--- src/rtl/cpwm_pkg.sv ---
`timescale 1ns/1ps
package cpwm_pkg;
  localparam int CNT_W     = 16;
  localparam int A_CTRL    = 0;
  localparam int A_CNT_HI  = 1;
  localparam int A_CNT_LO  = 2;
  localparam int A_MOD_HI  = 3;
  localparam int A_MOD_LO  = 4;
  localparam int A_CH0     = 5;
  localparam int CH_STRIDE = 3;

  typedef logic [CNT_W-1:0] cnt_t;

  typedef enum logic [1:0] {
    CLK_OFF  = 2'b00,
    CLK_RUN1 = 2'b01,
    CLK_RUN2 = 2'b10,
    CLK_RUN3 = 2'b11
  } clk_sel_e;

  function automatic int ch_base(input int c);
    return A_CH0 + CH_STRIDE * c;
  endfunction

  function automatic int addr_width(input int n);
    return $clog2(A_CH0 + CH_STRIDE * n);
  endfunction
endpackage

--- src/rtl/cpwm_updown_cnt.sv ---
`timescale 1ns/1ps
module cpwm_updown_cnt
  import cpwm_pkg::*;
(
  input  logic clk,
  input  logic rst_n,
  input  logic run,
  input  cnt_t top,
  output cnt_t cnt,
  output logic cnt_up,
  output cnt_t cnt_nxt,
  output logic up_nxt,
  output logic commit_pt,
  output logic at_peak
);
  // next-state of the triangle counter
  always_comb begin
    cnt_nxt = cnt;
    up_nxt  = cnt_up;
    if (run) begin
      if (cnt_up) begin
        if (cnt >= top) begin
          up_nxt  = 1'b0;
          cnt_nxt = cnt - cnt_t'(1);
        end else begin
          cnt_nxt = cnt + cnt_t'(1);
        end
      end else begin
        if (cnt == '0) begin
          up_nxt  = 1'b1;
          cnt_nxt = cnt_t'(1);
        end else begin
          cnt_nxt = cnt - cnt_t'(1);
        end
      end
    end
  end

  // safe reload point: stepping upward into the modulo value
  assign commit_pt = run && up_nxt && (cnt_nxt == top) && (cnt != top);
  // counter sits on (or above) the modulo while rising
  assign at_peak   = run && cnt_up && (cnt >= top);

  always_ff @(posedge clk or negedge rst_n) begin
    if (!rst_n) begin
      cnt    <= '0;
      cnt_up <= 1'b1;
    end else begin
      cnt    <= cnt_nxt;
      cnt_up <= up_nxt;
    end
  end
endmodule

--- src/rtl/cpwm_coh_buf.sv ---
`timescale 1ns/1ps
module cpwm_coh_buf
  import cpwm_pkg::*;
#(
  parameter cnt_t RST_VAL = '0
) (
  input  logic       clk,
  input  logic       rst_n,
  input  logic       run,
  input  logic       commit_pt,
  input  logic       cancel,
  input  logic       wr_hi,
  input  logic       wr_lo,
  input  logic [7:0] wdata,
  output cnt_t       active_o
);
  logic       hi_f, lo_f;
  logic [7:0] hi_b, lo_b;
  logic [7:0] hi_n, lo_n;
  logic       commit_stop, commit_run;

  always_comb begin
    hi_n = wr_hi ? wdata : hi_b;
    lo_n = wr_lo ? wdata : lo_b;
  end

  // stopped: pair completes this edge; running: complete pair meets reload point
  assign commit_stop = !run && (hi_f || wr_hi) && (lo_f || wr_lo);
  assign commit_run  = run && hi_f && lo_f && commit_pt;

  always_ff @(posedge clk or negedge rst_n) begin
    if (!rst_n) begin
      hi_f     <= 1'b0;
      lo_f     <= 1'b0;
      hi_b     <= '0;
      lo_b     <= '0;
      active_o <= RST_VAL;
    end else begin
      hi_b <= hi_n;
      lo_b <= lo_n;
      if (cancel || commit_stop) begin
        hi_f <= 1'b0;
        lo_f <= 1'b0;
      end else begin
        hi_f <= wr_hi || (hi_f && !commit_run);
        lo_f <= wr_lo || (lo_f && !commit_run);
      end
      if (commit_stop) begin
        active_o <= {hi_n, lo_n};
      end else if (commit_run) begin
        active_o <= {hi_b, lo_b};
      end
    end
  end
endmodule

--- src/rtl/cpwm_channel.sv ---
`timescale 1ns/1ps
module cpwm_channel
  import cpwm_pkg::*;
(
  input  logic clk,
  input  logic rst_n,
  input  logic run,
  input  cnt_t cnt,
  input  logic cnt_up,
  input  cnt_t top,
  input  cnt_t val,
  input  logic pol,
  output logic pwm
);
  logic lvl_q;

  always_ff @(posedge clk or negedge rst_n) begin
    if (!rst_n) begin
      lvl_q <= 1'b0;
    end else if (val == '0) begin
      lvl_q <= 1'b0;
    end else if (val >= top) begin
      lvl_q <= 1'b1;
    end else if (run && (cnt == val)) begin
      // rising slope ends the pulse, falling slope starts it
      lvl_q <= !cnt_up;
    end
  end

  assign pwm = lvl_q ^ pol;
endmodule

--- src/rtl/cpwm_timer.sv ---
`timescale 1ns/1ps
module cpwm_timer
  import cpwm_pkg::*;
#(
  parameter int NUM_CH = 2,
  parameter int ADDR_W = addr_width(NUM_CH)
) (
  input  logic              clk,
  input  logic              rst_n,
  input  logic              wr_valid,
  output logic              wr_ready,
  input  logic [ADDR_W-1:0] wr_addr,
  input  logic [7:0]        wr_data,
  input  logic [ADDR_W-1:0] rd_addr,
  output logic [7:0]        rd_data,
  output logic [NUM_CH-1:0] pwm_o,
  output logic              irq_o
);
  localparam logic [ADDR_W-1:0] AD_CTRL   = ADDR_W'(A_CTRL);
  localparam logic [ADDR_W-1:0] AD_CNT_HI = ADDR_W'(A_CNT_HI);
  localparam logic [ADDR_W-1:0] AD_CNT_LO = ADDR_W'(A_CNT_LO);
  localparam logic [ADDR_W-1:0] AD_MOD_HI = ADDR_W'(A_MOD_HI);
  localparam logic [ADDR_W-1:0] AD_MOD_LO = ADDR_W'(A_MOD_LO);

  clk_sel_e   clk_sel;
  logic       ovf_ie;
  logic       ovf_flag;
  logic       run;
  logic       wr_fire;
  logic       ctrl_we;
  cnt_t       cnt, cnt_nxt, mod_act, top;
  logic       cnt_up, up_nxt, commit_pt, at_peak;
  logic [7:0] csc_q [NUM_CH];
  cnt_t       ch_val [NUM_CH];
  logic [NUM_CH-1:0] ch_pol;

  assign wr_ready = 1'b1;
  assign wr_fire  = wr_valid && wr_ready;
  assign ctrl_we  = wr_fire && (wr_addr == AD_CTRL);
  assign run      = (clk_sel != CLK_OFF);
  assign top      = (mod_act == '0) ? '1 : mod_act;

  // timer control / overflow flag
  always_ff @(posedge clk or negedge rst_n) begin
    if (!rst_n) begin
      clk_sel  <= CLK_OFF;
      ovf_ie   <= 1'b0;
      ovf_flag <= 1'b0;
    end else begin
      if (ctrl_we) begin
        clk_sel <= clk_sel_e'(wr_data[1:0]);
        ovf_ie  <= wr_data[6];
      end
      if (at_peak) begin
        ovf_flag <= 1'b1;
      end else if (ctrl_we && wr_data[7]) begin
        ovf_flag <= 1'b0;
      end
    end
  end

  assign irq_o = ovf_flag && ovf_ie;

  cpwm_updown_cnt u_cnt (
    .clk       (clk),
    .rst_n     (rst_n),
    .run       (run),
    .top       (top),
    .cnt       (cnt),
    .cnt_up    (cnt_up),
    .cnt_nxt   (cnt_nxt),
    .up_nxt    (up_nxt),
    .commit_pt (commit_pt),
    .at_peak   (at_peak)
  );

  cpwm_coh_buf #(.RST_VAL('0)) u_mod_buf (
    .clk       (clk),
    .rst_n     (rst_n),
    .run       (run),
    .commit_pt (commit_pt),
    .cancel    (ctrl_we),
    .wr_hi     (wr_fire && (wr_addr == AD_MOD_HI)),
    .wr_lo     (wr_fire && (wr_addr == AD_MOD_LO)),
    .wdata     (wr_data),
    .active_o  (mod_act)
  );

  for (genvar c = 0; c < NUM_CH; c++) begin : g_ch
    localparam logic [ADDR_W-1:0] AD_CSC = ADDR_W'(ch_base(c));
    localparam logic [ADDR_W-1:0] AD_VHI = ADDR_W'(ch_base(c) + 1);
    localparam logic [ADDR_W-1:0] AD_VLO = ADDR_W'(ch_base(c) + 2);
    logic csc_we;

    assign csc_we = wr_fire && (wr_addr == AD_CSC);

    always_ff @(posedge clk or negedge rst_n) begin
      if (!rst_n) begin
        csc_q[c] <= '0;
      end else if (csc_we) begin
        csc_q[c] <= wr_data;
      end
    end

    assign ch_pol[c] = csc_q[c][0];

    cpwm_coh_buf #(.RST_VAL('0)) u_val_buf (
      .clk       (clk),
      .rst_n     (rst_n),
      .run       (run),
      .commit_pt (commit_pt),
      .cancel    (csc_we),
      .wr_hi     (wr_fire && (wr_addr == AD_VHI)),
      .wr_lo     (wr_fire && (wr_addr == AD_VLO)),
      .wdata     (wr_data),
      .active_o  (ch_val[c])
    );

    cpwm_channel u_chan (
      .clk    (clk),
      .rst_n  (rst_n),
      .run    (run),
      .cnt    (cnt),
      .cnt_up (cnt_up),
      .top    (top),
      .val    (ch_val[c]),
      .pol    (ch_pol[c]),
      .pwm    (pwm_o[c])
    );
  end

  // committed-state read mux
  always_comb begin
    rd_data = '0;
    unique case (rd_addr)
      AD_CTRL:   rd_data = {ovf_flag, ovf_ie, 4'b0000, clk_sel};
      AD_CNT_HI: rd_data = cnt[15:8];
      AD_CNT_LO: rd_data = cnt[7:0];
      AD_MOD_HI: rd_data = mod_act[15:8];
      AD_MOD_LO: rd_data = mod_act[7:0];
      default:   rd_data = '0;
    endcase
    for (int c = 0; c < NUM_CH; c++) begin
      if (rd_addr == ADDR_W'(ch_base(c)))     rd_data = csc_q[c];
      if (rd_addr == ADDR_W'(ch_base(c) + 1)) rd_data = ch_val[c][15:8];
      if (rd_addr == ADDR_W'(ch_base(c) + 2)) rd_data = ch_val[c][7:0];
    end
  end
endmodule

--- config.mk ---
export PLATFORM = sky130hd
export DESIGN_NAME = cpwm_timer
export DESIGN_NICKNAME = d
export VERILOG_FILES = /design/src/rtl/cpwm_pkg.sv /design/src/rtl/cpwm_updown_cnt.sv /design/src/rtl/cpwm_coh_buf.sv /design/src/rtl/cpwm_channel.sv /design/src/rtl/cpwm_timer.sv
export SDC_FILE = /design/constraint.sdc
export NUM_CORES = 1
export LEC_CHECK = 0
export BUFFER_PORTS_ARGS = -buffer_cell sky130_fd_sc_hd__buf_2
export CAP_MARGIN = 20
export CORE_UTILIZATION = 45
export CTS_BUF_LIST = sky130_fd_sc_hd__clkbuf_4 sky130_fd_sc_hd__clkbuf_8 sky130_fd_sc_hd__clkbuf_16
export CTS_CLUSTER_DIAMETER = 80
export DETAILED_ROUTE_END_ITERATION = 12
export PLACE_DENSITY = 0.67
export REMOVE_ABC_BUFFERS = 1
export SLEW_MARGIN = 15
export SYNTH_ARGS = -nofsm -noshare
export SYNTH_HDL_FRONTEND = slang
export SYNTH_HIERARCHICAL = 1
export SYNTH_SLANG_ARGS = --single-unit
export TNS_END_PERCENT = 30
--- constraint.sdc ---
create_clock -name clk -period 7.3 [get_ports clk]
set_input_delay 0.365 -clock clk [delete_from_list [all_inputs] [get_ports clk]]
set_output_delay 0.365 -clock clk [all_outputs]
set_load 0.005 [all_outputs]
==> results.md <==
Clock network:
- TritonCTS built the clock tree.
- For this design, the sink count on the clock tree is 141.
- The register clock-pin slew on the reported worst setup and hold paths is around 0.07 ns.
- Clock latency on the worst-skew pair, taken at its later pin, is 0.43 ns.
- The number of levels the H-tree was split into is 4.
- Once the clock tree was built, the resizer swapped 0 gates to a different size.
- The number of clock buffers added by TritonCTS is 17.
- Once the clock tree was built, the setup fixing pass inserted 0 buffers.
- The longest clock path from root to sink contains 2 buffers.
- The clock tree root driver cell is sky130_fd_sc_hd__clkbuf_16.

STA:
- The worst-case setup margin in the final layout is 0.571 ns.
- For the final routed database, the setup TNS stands at 0 ns.
- Derived from the worst setup path, the maximum achievable clock frequency is 149 MHz.
- The clock arrives with 0.0204 ns of skew.
- For the pin with the worst max-slew slack, the measured transition is between 0.9 and 1 ns.
- Of the available clock period, the critical path in the final layout requires 92.2%.
- The final hold violation count came to 0.
- The max-slew violation total from the final report came to 0.
- The headroom to the max-slew limit is 35.7%.
- The post-layout minimum cycle time is 6.73 ns.
- Setup violations remaining at the end of the flow were counted as 0.
- Setup repair after global routing left no endpoint under its margin.

Synthesis:
- The number of instances in the synthesized netlist is 946.
- The mean area per synthesized cell is 10.3 µm².
- The number of warnings issued by yosys is 6.
- After synthesis the netlist holds a flip-flop and latch count of around 140.
- Of all flip-flops after synthesis, the portion carrying an async set or reset was between 90% and 100%.
- The count of unique library cells instantiated by Yosys is 79.
- In the synthesized netlist the dominant register cell turns out to be sky130_fd_sc_hd__dfrtp_1.
- The number of enable flip-flop cells after synthesis is 0.
- The share of the yosys chip area belonging to registers is 36.1%.
- The mapped netlist covers 9760 µm².

Floorplan:
- The initial core utilization is 46.2%.
- The placeable core region is between 20000 and 25000 µm².
- The die boundary width is about 150 µm.
- In this run the vertical extent of the chip is 149 µm.
- The number of primary I/O pins is 31.
- The floorplan has 53 rows.
- The die covers 22300 µm².

Route:
- For this run, the detailed router's first-pass iteration total came to 5.
- The number of vias per cell is about 6.3.
- The via count is slightly below 8000.
- The count of nets left with antenna violations after detail routing is 0.
- The number of violations reported at the end of detailed-routing iteration 0 is 714.
- The final routed DRC violation total is 0.
- The post-detailed-route wirelength per cell is 22.9 µm.
- The routed design has 28700 µm of wire.

Placed design:
- The congestion estimate from routability-driven global placement came to 0.921.
- Including well taps, the total number of placed cells is 1218.
- OpenSTA, run right after detailed placement, puts the worst setup slack at ~0.72 ns.
- The total of buffers placed on input and output ports is 29.
- Once detailed placement completed, the half-perimeter wirelength came to 19900 µm.

Worst setup path:
- The startpoint identified for the worst register-to-register timing path is u_mod_buf/active_o[9].
- Across all register-to-register paths, the minimum setup slack is 0.57 ns.
- The maximum fanout count along the critical path is 18.
- The arrival time at the worst endpoint is just over 7 ns.
- The worst register-to-register path has a depth of 18.
- For this run, the slowest stage of the critical path takes 0.58 ns.
- The endpoint identified for the worst register-to-register timing path is g_ch[0].u_val_buf/active_o[5].
- For this design, the slowest cell found on the critical path is sky130_fd_sc_hd__nand4_1.
- The start-to-end type of the worst setup path is reg2reg.
- Traced cell by cell, the critical path runs through nor4_1, nand4_1, nand2b_1, inv_1, ha_1, nand4_1, or2_1, a211oi_2, or4_1, nand3_1, o41ai_1, xnor2_1, o2bb2ai_1, a311oi_1, and4_1, nand4_4, mux2_2, mux2_2.
- The data required time of the worst path is 7.61 ns.
- The critical path capture point type is a flip-flop.
- The kind of start point of the critical path is a flip-flop.

Global route:
- The overall fraction of global-route tracks in use is 26.9%.
- The initial antenna violation count is 0.
- The number of global-route vias before repair is ~7600.
- The global-route wire length before repair is 44600 µm.
- Global routing finished with a remaining overflow of 0.
- Entering global routing, the biggest net connects 85 pins.

Layout:
- The fraction of final layout cells sized beyond drive strength 1 is 27.5%.
- The total number of nets in the final design is ~1000.
- Relative to the synthesized area, the layout overhead comes to 9.14%.
- The count of antenna diodes in the layout is 0.
- The final non-filler cell total is 1251.

Power:
- For this design the ratio of total power to cell area is 418 nW/µm².
- The leakage power is roughly 4.7 nW.
- The worst supply voltage drop on vdd is 0.229 mV.

Hold path:
- The worst-case hold path end point is csc_q[4].
- The worst hold path passes through 3 cells.
- The startpoint identified for the worst hold timing path is wr_data[4].
- The class of the worst hold path is in2reg.

Run:
- Max-cap violations in this run came to 0.

Outcome:
- The run finished with clean final reports.
-- cells by family after synthesis --
group                      count (synthesis)  share of synthesized area [%]
DFF                                      141                           36.1
xor gates and xnor gates                  49                           4.40
other                                      1                         0.0384
and+or+nand+nor                          265                           15.0
muxes                                    175                           20.6
buffers and inverters                     97                           5.20
adders and majority gates                 51                           6.54
AOI/OAI and AO/OA                        167                           12.1
-- area by class of cell --
| type | instances | area, µm² |
|---|---|---|
| clock inverter | 15 | 175 |
| inverter | 55 | 209 |
| sequential | 141 | 3530 |
| tap | 275 | 344 |
| fill | 1861 | 10500 |
| clock buffer | 17 | 425 |
| timing repair buffer | 40 | 240 |
| multi-input combinational | 708 | 5730 |
-- registers in the layout (all words and copies together) (netlist names), 8 cells and up --
signal and cells:
csc_q 14, g_ch.u_val_buf/active_o 32, g_ch.u_val_buf/hi_b 16, g_ch.u_val_buf/lo_b 16
u_cnt/cnt 16, u_mod_buf/active_o 16, u_mod_buf/hi_b 8, u_mod_buf/lo_b 8
-- cell usage in the layout (no fill, tap or decap), types with 7 or more instances in the layout --
master and n:
sky130_fd_sc_hd__xor2_1 32, sky130_fd_sc_hd__xnor2_1 17, sky130_fd_sc_hd__dfrtp_1 140, sky130_fd_sc_hd__o21ai_1 7, sky130_fd_sc_hd__o21ai_0 30, sky130_fd_sc_hd__nor2_1 37
sky130_fd_sc_hd__nand2b_1 22, sky130_fd_sc_hd__mux2i_1 12, sky130_fd_sc_hd__a21oi_1 37, sky130_fd_sc_hd__buf_2 28, sky130_fd_sc_hd__nor4_1 25, sky130_fd_sc_hd__ha_1 51
sky130_fd_sc_hd__a211oi_1 9, sky130_fd_sc_hd__nand3_1 14, sky130_fd_sc_hd__buf_4 9, sky130_fd_sc_hd__a221oi_1 10, sky130_fd_sc_hd__nand2_1 71, sky130_fd_sc_hd__nand4_1 22
sky130_fd_sc_hd__and3_1 8, sky130_fd_sc_hd__mux2_2 154, sky130_fd_sc_hd__nor3_1 21, sky130_fd_sc_hd__a21o_1 8, sky130_fd_sc_hd__clkbuf_16 17, sky130_fd_sc_hd__o22ai_1 8
sky130_fd_sc_hd__o211ai_1 7, sky130_fd_sc_hd__or3_1 7, sky130_fd_sc_hd__inv_1 53
-- through the flow --
step	util [%]	hold WS [ns]	cell area [µm²]	total power, mW
2_1_floorplan	-	0.0694	9470	2.83
3_3_place_gp	47.5	0.385	10000	3.43
3_5_place_dp	47.5	0.385	10000	3.49
4_1_cts	50.4	0.252	10700	4.41
5_1_grt	50.4	0.287	10700	4.71
6_report	50.4	0.261	10700	4.45
-- power by group --
group	switching, mW	internal (mW)	total [mW]
Clock	0.387	0.517	0.903
Combinational	1.01	0.951	1.96
Sequential	0.532	1.05	1.58
Total	1.93	2.52	4.45
-- repair_timing --
item                                    CTS  global route
endpoints found under the setup margin    0             0
hold buffers                              1             0
hold endpoints to repair                 56             0
-- worst max-delay path: cells and delay by family, from the launching register on --
kind / cells / cell delay, ns
AND/OR/NAND/NOR: 9 / 3.69
AO/OA/AOI/OAI: 4 / 1.25
multiplexers: 2 / 0.66
flip-flops: 1 / 0.42
adder cells (fa/ha/maj): 1 / 0.29
XOR/XNOR: 1 / 0.18
buffers and inverters: 1 / 0.10
-- per-layer routing --
metal  wire, µm  GRT usage, %
met5          0             0
met4       1270          13.7
met3       1950          3.88
met2      13100          40.8
met1      12400          37.2
-- synthesized netlist by cell type, types with 4 or more instances --
| cell type | count | area, µm² |
|---|---|---|
| sky130_fd_sc_hd__a211oi_1 | 9 | 67.6 |
| sky130_fd_sc_hd__a21o_1 | 8 | 60.1 |
| sky130_fd_sc_hd__a21oi_1 | 37 | 185 |
| sky130_fd_sc_hd__a221oi_1 | 10 | 87.6 |
| sky130_fd_sc_hd__a31oi_1 | 4 | 25.0 |
| sky130_fd_sc_hd__and2_1 | 4 | 25.0 |
| sky130_fd_sc_hd__and3_1 | 8 | 50.1 |
| sky130_fd_sc_hd__buf_2 | 13 | 65.1 |
| sky130_fd_sc_hd__buf_4 | 11 | 82.6 |
| sky130_fd_sc_hd__buf_6 | 9 | 101 |
| sky130_fd_sc_hd__clkbuf_1 | 8 | 30.0 |
| sky130_fd_sc_hd__dfrtp_1 | 140 | 3500 |
| sky130_fd_sc_hd__ha_1 | 51 | 638 |
| sky130_fd_sc_hd__inv_1 | 53 | 199 |
| sky130_fd_sc_hd__mux2_2 | 154 | 1730 |
| sky130_fd_sc_hd__mux2_4 | 6 | 90.1 |
| sky130_fd_sc_hd__mux2i_1 | 12 | 120 |
| sky130_fd_sc_hd__nand2_1 | 71 | 267 |
| sky130_fd_sc_hd__nand2b_1 | 22 | 138 |
| sky130_fd_sc_hd__nand3_1 | 14 | 70.1 |
| sky130_fd_sc_hd__nand3b_1 | 4 | 30.0 |
| sky130_fd_sc_hd__nand4_1 | 22 | 138 |
| sky130_fd_sc_hd__nor2_1 | 37 | 139 |
| sky130_fd_sc_hd__nor2_2 | 4 | 25.0 |
| sky130_fd_sc_hd__nor3_1 | 21 | 105 |
| sky130_fd_sc_hd__nor4_1 | 26 | 163 |
| sky130_fd_sc_hd__o211ai_1 | 7 | 52.6 |
| sky130_fd_sc_hd__o21a_1 | 6 | 45.0 |
| sky130_fd_sc_hd__o21ai_0 | 30 | 150 |
| sky130_fd_sc_hd__o21ai_1 | 7 | 35.0 |
| sky130_fd_sc_hd__o22ai_1 | 8 | 50.1 |
| sky130_fd_sc_hd__or3_1 | 7 | 43.8 |
| sky130_fd_sc_hd__xnor2_1 | 17 | 149 |
| sky130_fd_sc_hd__xor2_1 | 32 | 280 |
-- how the worst max path moves through the flow --
stage,startpoint,end,depth (start not counted)
after floorplan,u_mod_buf/active_o[9],g_ch[0].u_val_buf/active_o[0],18
after global placement,u_mod_buf/active_o[9],g_ch[0].u_val_buf/active_o[14],18
after detailed placement,u_mod_buf/active_o[9],g_ch[0].u_val_buf/active_o[5],18
after CTS,u_mod_buf/active_o[10],g_ch[0].u_val_buf/active_o[5],18
after global routing,u_mod_buf/active_o[10],g_ch[0].u_val_buf/active_o[8],18
final,u_mod_buf/active_o[9],g_ch[0].u_val_buf/active_o[5],18
(Power assumes the default switching activity.)
